$ cat config.mk
export PLATFORM = sky130hd
export DESIGN_NAME = sflash_cmd_seq
export DESIGN_NICKNAME = d
export VERILOG_FILES = /design/src/rtl/sfseq_pkg.sv /design/src/rtl/sfseq_decode.sv /design/src/rtl/sfseq_resp.sv /design/src/rtl/sflash_cmd_seq.sv
export SDC_FILE = /design/constraint.sdc
export NUM_CORES = 1
export LEC_CHECK = 0
export BUFFER_PORTS_ARGS = -buffer_cell sky130_fd_sc_hd__buf_4
export CORE_MARGIN = 1
export CORE_UTILIZATION = 35
export DETAILED_ROUTE_END_ITERATION = 8
export PLACE_DENSITY_LB_ADDON = 0.1
export SKIP_CTS_REPAIR_TIMING = 1
export SLEW_MARGIN = 20
export SYNTH_ARGS = -nofsm -noshare
export SYNTH_HDL_FRONTEND = slang
export SYNTH_SLANG_ARGS = --single-unit
$ cat constraint.sdc
create_clock -name clk -period 2.6 [get_ports clk]
set_input_delay 0.52 -clock clk [delete_from_list [all_inputs] [get_ports clk]]
set_output_delay 0.52 -clock clk [all_outputs]
set_load 0.005 [all_outputs]
$ cat src/rtl/sfseq_pkg.sv
// Shared types and opcode values for the flash command sequencer.
// Assumes byte-wide transfers; all values here are fixed by the command set.
package sfseq_pkg;

    typedef enum logic [2:0] {
        ST_IDLE, ST_COLLECT, ST_PROG, ST_READ, ST_STREAM
    } seq_state_t;

    typedef enum logic [1:0] {
        ACT_PROG, ACT_READ, ACT_ERASE, ACT_STATUS
    } post_act_t;

    typedef enum logic [3:0] {
        CK_NOP, CK_WREN, CK_WRDI, CK_RDSR, CK_IDREAD,
        CK_BULK, CK_WRSR, CK_COLLECT, CK_UNKNOWN
    } cmd_kind_t;

    localparam logic [7:0] OPC_NOP        = 8'h00;
    localparam logic [7:0] OPC_STAT_WR    = 8'h01;
    localparam logic [7:0] OPC_PROG_1     = 8'h02;
    localparam logic [7:0] OPC_RD_SLOW    = 8'h03;
    localparam logic [7:0] OPC_WR_DIS     = 8'h04;
    localparam logic [7:0] OPC_STAT_RD    = 8'h05;
    localparam logic [7:0] OPC_WR_EN      = 8'h06;
    localparam logic [7:0] OPC_RD_FAST    = 8'h0B;
    localparam logic [7:0] OPC_ERS_SMALL  = 8'h20;
    localparam logic [7:0] OPC_PROG_4     = 8'h32;
    localparam logic [7:0] OPC_RD_2OUT    = 8'h3B;
    localparam logic [7:0] OPC_ERS_MID    = 8'h52;
    localparam logic [7:0] OPC_RD_4OUT    = 8'h6B;
    localparam logic [7:0] OPC_ID_RD      = 8'h9F;
    localparam logic [7:0] OPC_PROG_2     = 8'hA2;
    localparam logic [7:0] OPC_RD_2IO     = 8'hBB;
    localparam logic [7:0] OPC_ERS_ALL    = 8'hC7;
    localparam logic [7:0] OPC_ERS_SECT   = 8'hD8;
    localparam logic [7:0] OPC_RD_4IO     = 8'hEB;

    localparam logic [1:0] EK_SMALL = 2'd0;
    localparam logic [1:0] EK_MID   = 2'd1;
    localparam logic [1:0] EK_SECT  = 2'd2;
    localparam logic [1:0] EK_ALL   = 2'd3;

endpackage

$ cat src/rtl/sfseq_decode.sv
// Opcode decoder: classifies a byte received in the idle phase and, for
// commands with trailing bytes, gives the trailing byte count, the phase to
// enter afterwards and the erase size. Purely combinational.
// Assumes VENDOR is the top byte of the part ID.
module sfseq_decode
    import sfseq_pkg::*;
#(
    parameter logic [7:0] VENDOR = 8'h00
) (
    input  logic [7:0] opcode,
    output cmd_kind_t  kind,
    output logic [3:0] need,
    output post_act_t  act,
    output logic [1:0] ekind
);
    localparam logic SHORT_IO = (VENDOR == 8'hEF) || (VENDOR == 8'h01);
    localparam logic [3:0] DUAL_IO_BYTES = SHORT_IO ? 4'd4 : 4'd5;
    localparam logic [3:0] QUAD_IO_BYTES = SHORT_IO ? 4'd6 : 4'd8;

    // Map the opcode onto its command class and collection parameters.
    always_comb begin
        kind  = CK_UNKNOWN;
        need  = 4'd0;
        act   = ACT_READ;
        ekind = EK_SMALL;
        unique case (opcode)
            OPC_NOP:     kind = CK_NOP;
            OPC_WR_EN:   kind = CK_WREN;
            OPC_WR_DIS:  kind = CK_WRDI;
            OPC_STAT_RD: kind = CK_RDSR;
            OPC_ID_RD:   kind = CK_IDREAD;
            OPC_ERS_ALL: kind = CK_BULK;
            OPC_STAT_WR: begin kind = CK_WRSR; need = 4'd1; act = ACT_STATUS; end
            OPC_PROG_1, OPC_PROG_2, OPC_PROG_4: begin
                kind = CK_COLLECT; need = 4'd3; act = ACT_PROG;
            end
            OPC_RD_SLOW: begin kind = CK_COLLECT; need = 4'd3; act = ACT_READ; end
            OPC_RD_FAST, OPC_RD_2OUT, OPC_RD_4OUT: begin
                kind = CK_COLLECT; need = 4'd4; act = ACT_READ;
            end
            OPC_RD_2IO: begin kind = CK_COLLECT; need = DUAL_IO_BYTES; act = ACT_READ; end
            OPC_RD_4IO: begin kind = CK_COLLECT; need = QUAD_IO_BYTES; act = ACT_READ; end
            OPC_ERS_SMALL: begin kind = CK_COLLECT; need = 4'd3; act = ACT_ERASE; ekind = EK_SMALL; end
            OPC_ERS_MID:   begin kind = CK_COLLECT; need = 4'd3; act = ACT_ERASE; ekind = EK_MID; end
            OPC_ERS_SECT:  begin kind = CK_COLLECT; need = 4'd3; act = ACT_ERASE; ekind = EK_SECT; end
            default: kind = CK_UNKNOWN;
        endcase
    end

endmodule

$ cat src/rtl/sfseq_resp.sv
// Short response buffer: loaded with up to DEPTH bytes in one cycle, then
// hands out one byte per take, first byte from the lowest lane.
// Assumes take is only raised while a response is loaded.
module sfseq_resp #(
    parameter int DEPTH = 5,
    localparam int LW = $clog2(DEPTH + 1)
) (
    input  logic               clk,
    input  logic               rst_n,
    input  logic               clear,
    input  logic               load,
    input  logic [LW-1:0]      load_len,
    input  logic [DEPTH*8-1:0] load_bytes,
    input  logic               take,
    output logic [7:0]         cur_byte,
    output logic               last
);
    logic [7:0]    slot [DEPTH];
    logic [7:0]    lane [DEPTH];
    logic [LW-1:0] pos;
    logic [LW-1:0] len;

    // Split the flat load vector into byte lanes.
    for (genvar g = 0; g < DEPTH; g++) begin : g_lane
        assign lane[g] = load_bytes[8*g +: 8];
    end

    // Hold the response bytes and the read position.
    always_ff @(posedge clk) begin
        if (!rst_n || clear) begin
            pos <= '0;
            len <= '0;
            for (int i = 0; i < DEPTH; i++) slot[i] <= 8'h00;
        end else if (load) begin
            pos <= '0;
            len <= load_len;
            for (int i = 0; i < DEPTH; i++) slot[i] <= lane[i];
        end else if (take) begin
            if (last) begin
                pos <= '0;
                len <= '0;
            end else begin
                pos <= pos + LW'(1);
            end
        end
    end

    assign cur_byte = slot[pos];
    assign last     = (pos + LW'(1)) == len;

    AST_POS_IN_RANGE: assert property (@(posedge clk) disable iff (!rst_n) (len != '0) |-> (pos < len));

endmodule

$ cat src/rtl/sflash_cmd_seq.sv
// Serial NOR flash command sequencer: takes one received byte per strobe,
// decodes commands, collects address bytes, keeps the write-enable latch and
// drives read/program/erase requests to a storage engine.
// Assumes ARRAY_BYTES is a power of two and mem_rdata is combinational on
// mem_addr. Responses appear on tx_byte one cycle after the strobe.
module sflash_cmd_seq
    import sfseq_pkg::*;
#(
    parameter logic [23:0] ID_CODE     = 24'h9A3C57,
    parameter logic [15:0] EXT_ID      = 16'h0000,
    parameter int          ARRAY_BYTES = 1 << 20,
    localparam int         AW          = $clog2(ARRAY_BYTES)
) (
    input  logic          clk,
    input  logic          rst_n,
    input  logic          sel,
    input  logic          rx_valid,
    input  logic [7:0]    rx_byte,
    output logic [7:0]    tx_byte,
    output logic          err_pulse,
    output logic          rd_req,
    output logic          wr_req,
    output logic [7:0]    wr_data,
    output logic          erase_req,
    output logic [1:0]    erase_kind,
    output logic [AW-1:0] mem_addr,
    input  logic [7:0]    mem_rdata
);
    localparam logic [7:0] VENDOR    = ID_CODE[23:16];
    localparam int         RESP_MAX  = 5;
    localparam int         RLW       = $clog2(RESP_MAX + 1);
    localparam logic [RLW-1:0] ID_LEN = (EXT_ID != 16'h0000) ? RLW'(5) : RLW'(3);

    seq_state_t    state;
    post_act_t     act_q;
    logic [3:0]    cnt;
    logic [3:0]    need_q;
    logic [23:0]   abuf;
    logic          wel;
    logic [AW-1:0] cur_addr;

    cmd_kind_t     dec_kind;
    logic [3:0]    dec_need;
    post_act_t     dec_act;
    logic [1:0]    dec_ekind;

    logic          stb;
    logic          last_collect;
    logic [23:0]   asm_addr;
    logic          resp_load;
    logic [RLW-1:0] resp_len;
    logic [RESP_MAX*8-1:0] resp_bytes;
    logic [7:0]    resp_byte;
    logic          resp_last;

    assign stb = sel && rx_valid;

    sfseq_decode #(.VENDOR(VENDOR)) u_decode (
        .opcode (rx_byte),
        .kind   (dec_kind),
        .need   (dec_need),
        .act    (dec_act),
        .ekind  (dec_ekind)
    );

    // Choose what the response buffer receives for status and ID reads.
    always_comb begin
        resp_load = stb && (state == ST_IDLE) &&
                    ((dec_kind == CK_RDSR) || (dec_kind == CK_IDREAD));
        if (dec_kind == CK_RDSR) begin
            resp_len   = RLW'(1);
            resp_bytes = {32'h0, 6'b0, wel, 1'b0};
        end else begin
            resp_len   = ID_LEN;
            resp_bytes = {EXT_ID[7:0], EXT_ID[15:8], ID_CODE[7:0], ID_CODE[15:8], ID_CODE[23:16]};
        end
    end

    sfseq_resp #(.DEPTH(RESP_MAX)) u_resp (
        .clk        (clk),
        .rst_n      (rst_n),
        .clear      (!sel),
        .load       (resp_load),
        .load_len   (resp_len),
        .load_bytes (resp_bytes),
        .take       (stb && (state == ST_STREAM)),
        .cur_byte   (resp_byte),
        .last       (resp_last)
    );

    // Address as it stands once the third collected byte is in.
    assign asm_addr     = (cnt == 4'd2) ? {abuf[15:0], rx_byte} : abuf;
    assign last_collect = stb && (state == ST_COLLECT) && ((cnt + 4'd1) == need_q);

    // Storage strobes follow the input strobe in the same cycle.
    assign rd_req   = stb && (state == ST_READ);
    assign wr_req   = stb && (state == ST_PROG);
    assign wr_data  = rx_byte;
    assign mem_addr = cur_addr;

    // Main sequencer: phase, counters, latch, address and registered outputs.
    always_ff @(posedge clk) begin
        if (!rst_n) begin
            state      <= ST_IDLE;
            act_q      <= ACT_READ;
            cnt        <= 4'd0;
            need_q     <= 4'd0;
            abuf       <= 24'h0;
            wel        <= 1'b0;
            cur_addr   <= '0;
            tx_byte    <= 8'h00;
            err_pulse  <= 1'b0;
            erase_req  <= 1'b0;
            erase_kind <= EK_SMALL;
        end else begin
            err_pulse <= 1'b0;
            erase_req <= 1'b0;
            if (!sel) begin
                state   <= ST_IDLE;
                cnt     <= 4'd0;
                tx_byte <= 8'h00;
            end else if (rx_valid) begin
                tx_byte <= 8'h00;
                unique case (state)
                    ST_IDLE: begin
                        unique case (dec_kind)
                            CK_WREN: wel <= 1'b1;
                            CK_WRDI: wel <= 1'b0;
                            CK_RDSR, CK_IDREAD: state <= ST_STREAM;
                            CK_BULK: begin
                                if (wel) begin
                                    erase_req  <= 1'b1;
                                    erase_kind <= EK_ALL;
                                    cur_addr   <= '0;
                                end else begin
                                    err_pulse <= 1'b1;
                                end
                            end
                            CK_WRSR: begin
                                if (wel) begin
                                    state  <= ST_COLLECT;
                                    cnt    <= 4'd0;
                                    need_q <= dec_need;
                                    act_q  <= dec_act;
                                end
                            end
                            CK_COLLECT: begin
                                state      <= ST_COLLECT;
                                cnt        <= 4'd0;
                                need_q     <= dec_need;
                                act_q      <= dec_act;
                                erase_kind <= dec_ekind;
                            end
                            CK_UNKNOWN: err_pulse <= 1'b1;
                            default: ;
                        endcase
                    end
                    ST_COLLECT: begin
                        if (cnt < 4'd3) abuf <= {abuf[15:0], rx_byte};
                        cnt <= cnt + 4'd1;
                        if (last_collect) begin
                            state    <= ST_IDLE;
                            cur_addr <= AW'(asm_addr);
                            unique case (act_q)
                                ACT_PROG:   state <= ST_PROG;
                                ACT_READ:   state <= ST_READ;
                                ACT_ERASE:  if (wel) erase_req <= 1'b1;
                                ACT_STATUS: wel <= 1'b0;
                                default: ;
                            endcase
                        end
                    end
                    ST_PROG: cur_addr <= cur_addr + AW'(1);
                    ST_READ: begin
                        tx_byte  <= mem_rdata;
                        cur_addr <= cur_addr + AW'(1);
                    end
                    ST_STREAM: begin
                        tx_byte <= resp_byte;
                        if (resp_last) state <= ST_IDLE;
                    end
                    default: state <= ST_IDLE;
                endcase
            end
        end
    end

    AST_IDLE_WHEN_DESELECTED: assert property (@(posedge clk) disable iff (!rst_n) !sel |=> (state == ST_IDLE));
    AST_ERASE_NEEDS_WEL: assert property (@(posedge clk) disable iff (!rst_n) erase_req |-> wel);
    AST_ONE_REQUEST: assert property (@(posedge clk) disable iff (!rst_n) $onehot0({rd_req, wr_req, erase_req}));
    AST_COUNT_BOUND: assert property (@(posedge clk) disable iff (!rst_n) (state == ST_COLLECT) |-> (cnt < need_q));
    AST_STATUS_WRITE_DROPS_WEL: assert property (@(posedge clk) disable iff (!rst_n) (last_collect && act_q == ACT_STATUS) |=> !wel);
    AST_QUIET_TX: assert property (@(posedge clk) disable iff (!rst_n) (stb && (state == ST_IDLE || state == ST_COLLECT || state == ST_PROG)) |=> (tx_byte == 8'h00));

endmodule

==> metrics <==
status finished, final reports clean; CTS max path bufs 2; crit path max fanout 10; CP Buf/Inv Count 1; final core utilization 43.4%; post-route cell area 0.00531 mm2; GR Util All Layers 19.3%; Setup crit start kind flip-flop; fraction of layout cells with a size suffix above 1 17.1%; Clock Power Share 46.0%; Seq pwr share 47.5%; Starting Density 36.5%; Sw Share 22.9%; Syn. warnings 0; Synth Register Bits 76; DIE HEIGHT 115 um; DR vias/cell 5.40; final setup vio count 0; synthesized instance count 544; delay-heaviest family, CP simple AND/OR/NAND/NOR gates; R2R Setup Slk 0.40 ns; placed insts 743; first-pass GRT wire length 19,600 um; GPL Wtd Cong 0.822; Storage cell area 0.00154 mm2; routed vias 4,098; crit path DAT 1.74 ns; top_reg_cell synth dfxtp_1; final worst clock skew 0.00546 ns; max cap viols 0; max_slew headroom 52.8%; full die area 0.0132 mm2; CTS Sinks 76; Reg clk slew, reported paths 0.05 ns; Post-synth EDFFs 2; Post-synth top cells dfxtp_1 (74), nand2_1 (48), mux2i_1 (41); most used cell, CP nor2b_1; pre-CTS WS 0.283 ns; min cycle time layout 2.26 ns; Logic pwr share 6.5%; Rows 40; most common cell in the netlist dfxtp_1; final worst slack 0.338 ns; DRC Markers 0; DRT Pass-1 Iters 5; CTS tree built; number of nets in the layout 610; total wire length 12,100 um; crit share post-route 87.0%; core area 0.0122 mm2; area of the multi-input gates 0.00265 mm2; total grt overflow 0; IR drop worst, VDD 0.000287 V; Die Span X 115 um; Internal 1910 uW; CP endpoint kind primary output; syn_area_per_cell 8.18 um2; I/O Buffers 61; cell at the root of the clock tree clkbuf_16; H-tree depth 3; critical-path cell list nor2b_1 > and2_1 > nor2b_1 > buf_4; area grow syn2layout 19.2%; PD cells 468 mW/mm2; syn_nets 568; Worst Tran Pin Value 0.698 ns; cell taking the most area after synthesis dfxtp_1; leakage 0.00185 uW; Post-synth ARST share 0%; Avg WL per Cell 16.0 um; setup_tns 0 ns; HPWL Detailed 8640 um; n_diodes 0; WP data required 2.08 ns; sequential share of the synthesized area 34.6%; synth top area cells dfxtp_1 (33%), mux2i_1 (9.2%), nand2_1 (4.0%); antenna violations before repair 0; largest net degree at the start of global routing 39; CP max stage delay 0.52 ns; critical path type reg -> out; Final ANT Viol Nets 0; vias in the first global route 3,775; cell area after synthesis 0.00445 mm2; fill count 1,267; hold crit path type in -> reg; Slowest cell on crit path dfxtp_1; share of the synthesized area in the top cell type 33.3%; Max Slew Vio Count 0; Max Freq 442 MHz; Fin. Hold Viols 0; Switching Power 570 uW; clock insertion delay at the later pin of the skew report 0.34 ns; initial DRC count 266; unique cell type count in the Yosys netlist 69; placed cell area 0.00504 mm2; CTS Buf Count 9; fin cells 759; IO Pins 62; unrepaired setup endpoints after global routing false
==> worst reg2reg max path: stages, from the launching register on <==
cell      delay [ns]
dfxtp_1         0.44
inv_1           0.07
ha_1            0.32
xnor2_1         0.14
nor3_1          0.13
nand3_1         0.23
a31o_2          0.45
o21ai_0         0.22
a21boi_1        0.09
==> layout by cell type (no fill, tap or decap), types with 5 or more instances in the layout <==
master | synthesis | final
and3_1 | 6 | 6
nor2b_1 | 26 | 26
nor3_1 | 17 | 17
xor2_1 | 5 | 5
clkbuf_16 | 0 | 9
o21a_1 | 5 | 5
o211ai_1 | 6 | 6
nor3b_1 | 6 | 5
nand2_1 | 48 | 48
inv_1 | 11 | 11
dfxtp_1 | 74 | 74
xnor2_1 | 7 | 7
nor2_1 | 38 | 37
buf_4 | 10 | 74
o21ai_0 | 26 | 26
nand3_1 | 25 | 25
a31oi_1 | 10 | 10
nand4_1 | 7 | 7
o32ai_1 | 7 | 7
o22ai_1 | 6 | 6
and2_1 | 6 | 6
o21ai_1 | 14 | 14
a21oi_1 | 28 | 28
mux2i_1 | 41 | 41
a21boi_1 | 8 | 8
o31a_1 | 6 | 6
==> stage by stage <==
stage / power (uW) / hold WS, ns
6_report: 2480 / 0.451
5_1_grt: 2590 / 0.470
4_1_cts: 2520 / 0.437
3_5_place_dp: 1370 / 0.471
3_3_place_gp: 1370 / 0.467
2_1_floorplan: 1300 / 0.449
==> final timing paths <==
kind                          start                         to  depth (start not counted)
min                    mem_rdata[0]    tx_byte[0]$_SDFFE_PN0P_                          3
max reg2reg     cnt[0]$_SDFFE_PN0P_  mem_addr[19]$_SDFFE_PN0P_                          8
min reg2reg  need_q[0]$_SDFFE_PN0P_     need_q[0]$_SDFFE_PN0P_                          2
max           state[1]$_SDFFE_PN0P_                     rd_req                          4
==> state kept, by name, indices dropped and copies added (netlist names), named ones only <==
name         cells
abuf            20
mem_addr        20
tx_byte          8
cnt              4
need_q           4
state            3
u_resp.pos       3
act_q            2
erase_kind       2
u_resp.len       2
u_resp.slot      2
erase_req        1
err_pulse        1
wel              1
==> power by group through the flow <==
stage	Combinational [uW]	Sequential, uW	Clock, uW
6_report	161	1180	1140
5_1_grt	177	1180	1240
3_5_place_dp	161	1200	0
4_1_cts	162	1180	1180
3_3_place_gp	161	1200	0
2_1_floorplan	100	1200	0
==> per-layer routing <==
layer	up-vias	GRT usage, %	share of wire [%]
li1	2074	-	-
met1	1895	27.0	51
met2	116	29.6	43
met3	13	3.48	5.0
met4	0	7.71	1.4
met5	-	0	0
==> cells by family (layout without fill, tap and decap cells) <==
group,count (synthesis),count (layout),synth area share [%]
simple gates,206,206,24.5
compound gates,147,147,22.0
flops,76,76,34.6
buf+inv,57,104,6.04
mux,41,41,9.22
xor+xnor,12,12,2.36
fa+ha+maj,5,5,1.35
==> final cells by class <==
| class | count | area share (%) |
|---|---|---|
| Clock buffer | 14 | 4.79 |
| Clock inverter | 2 | 0.189 |
| Inverter | 12 | 0.849 |
| Multi-Input combinational cell | 411 | 49.9 |
| Sequential cell | 76 | 29.1 |
| Tap cell | 168 | 3.96 |
| Timing Repair Buffer | 76 | 11.2 |
No activity file was read; power rests on OpenSTA's default activity.
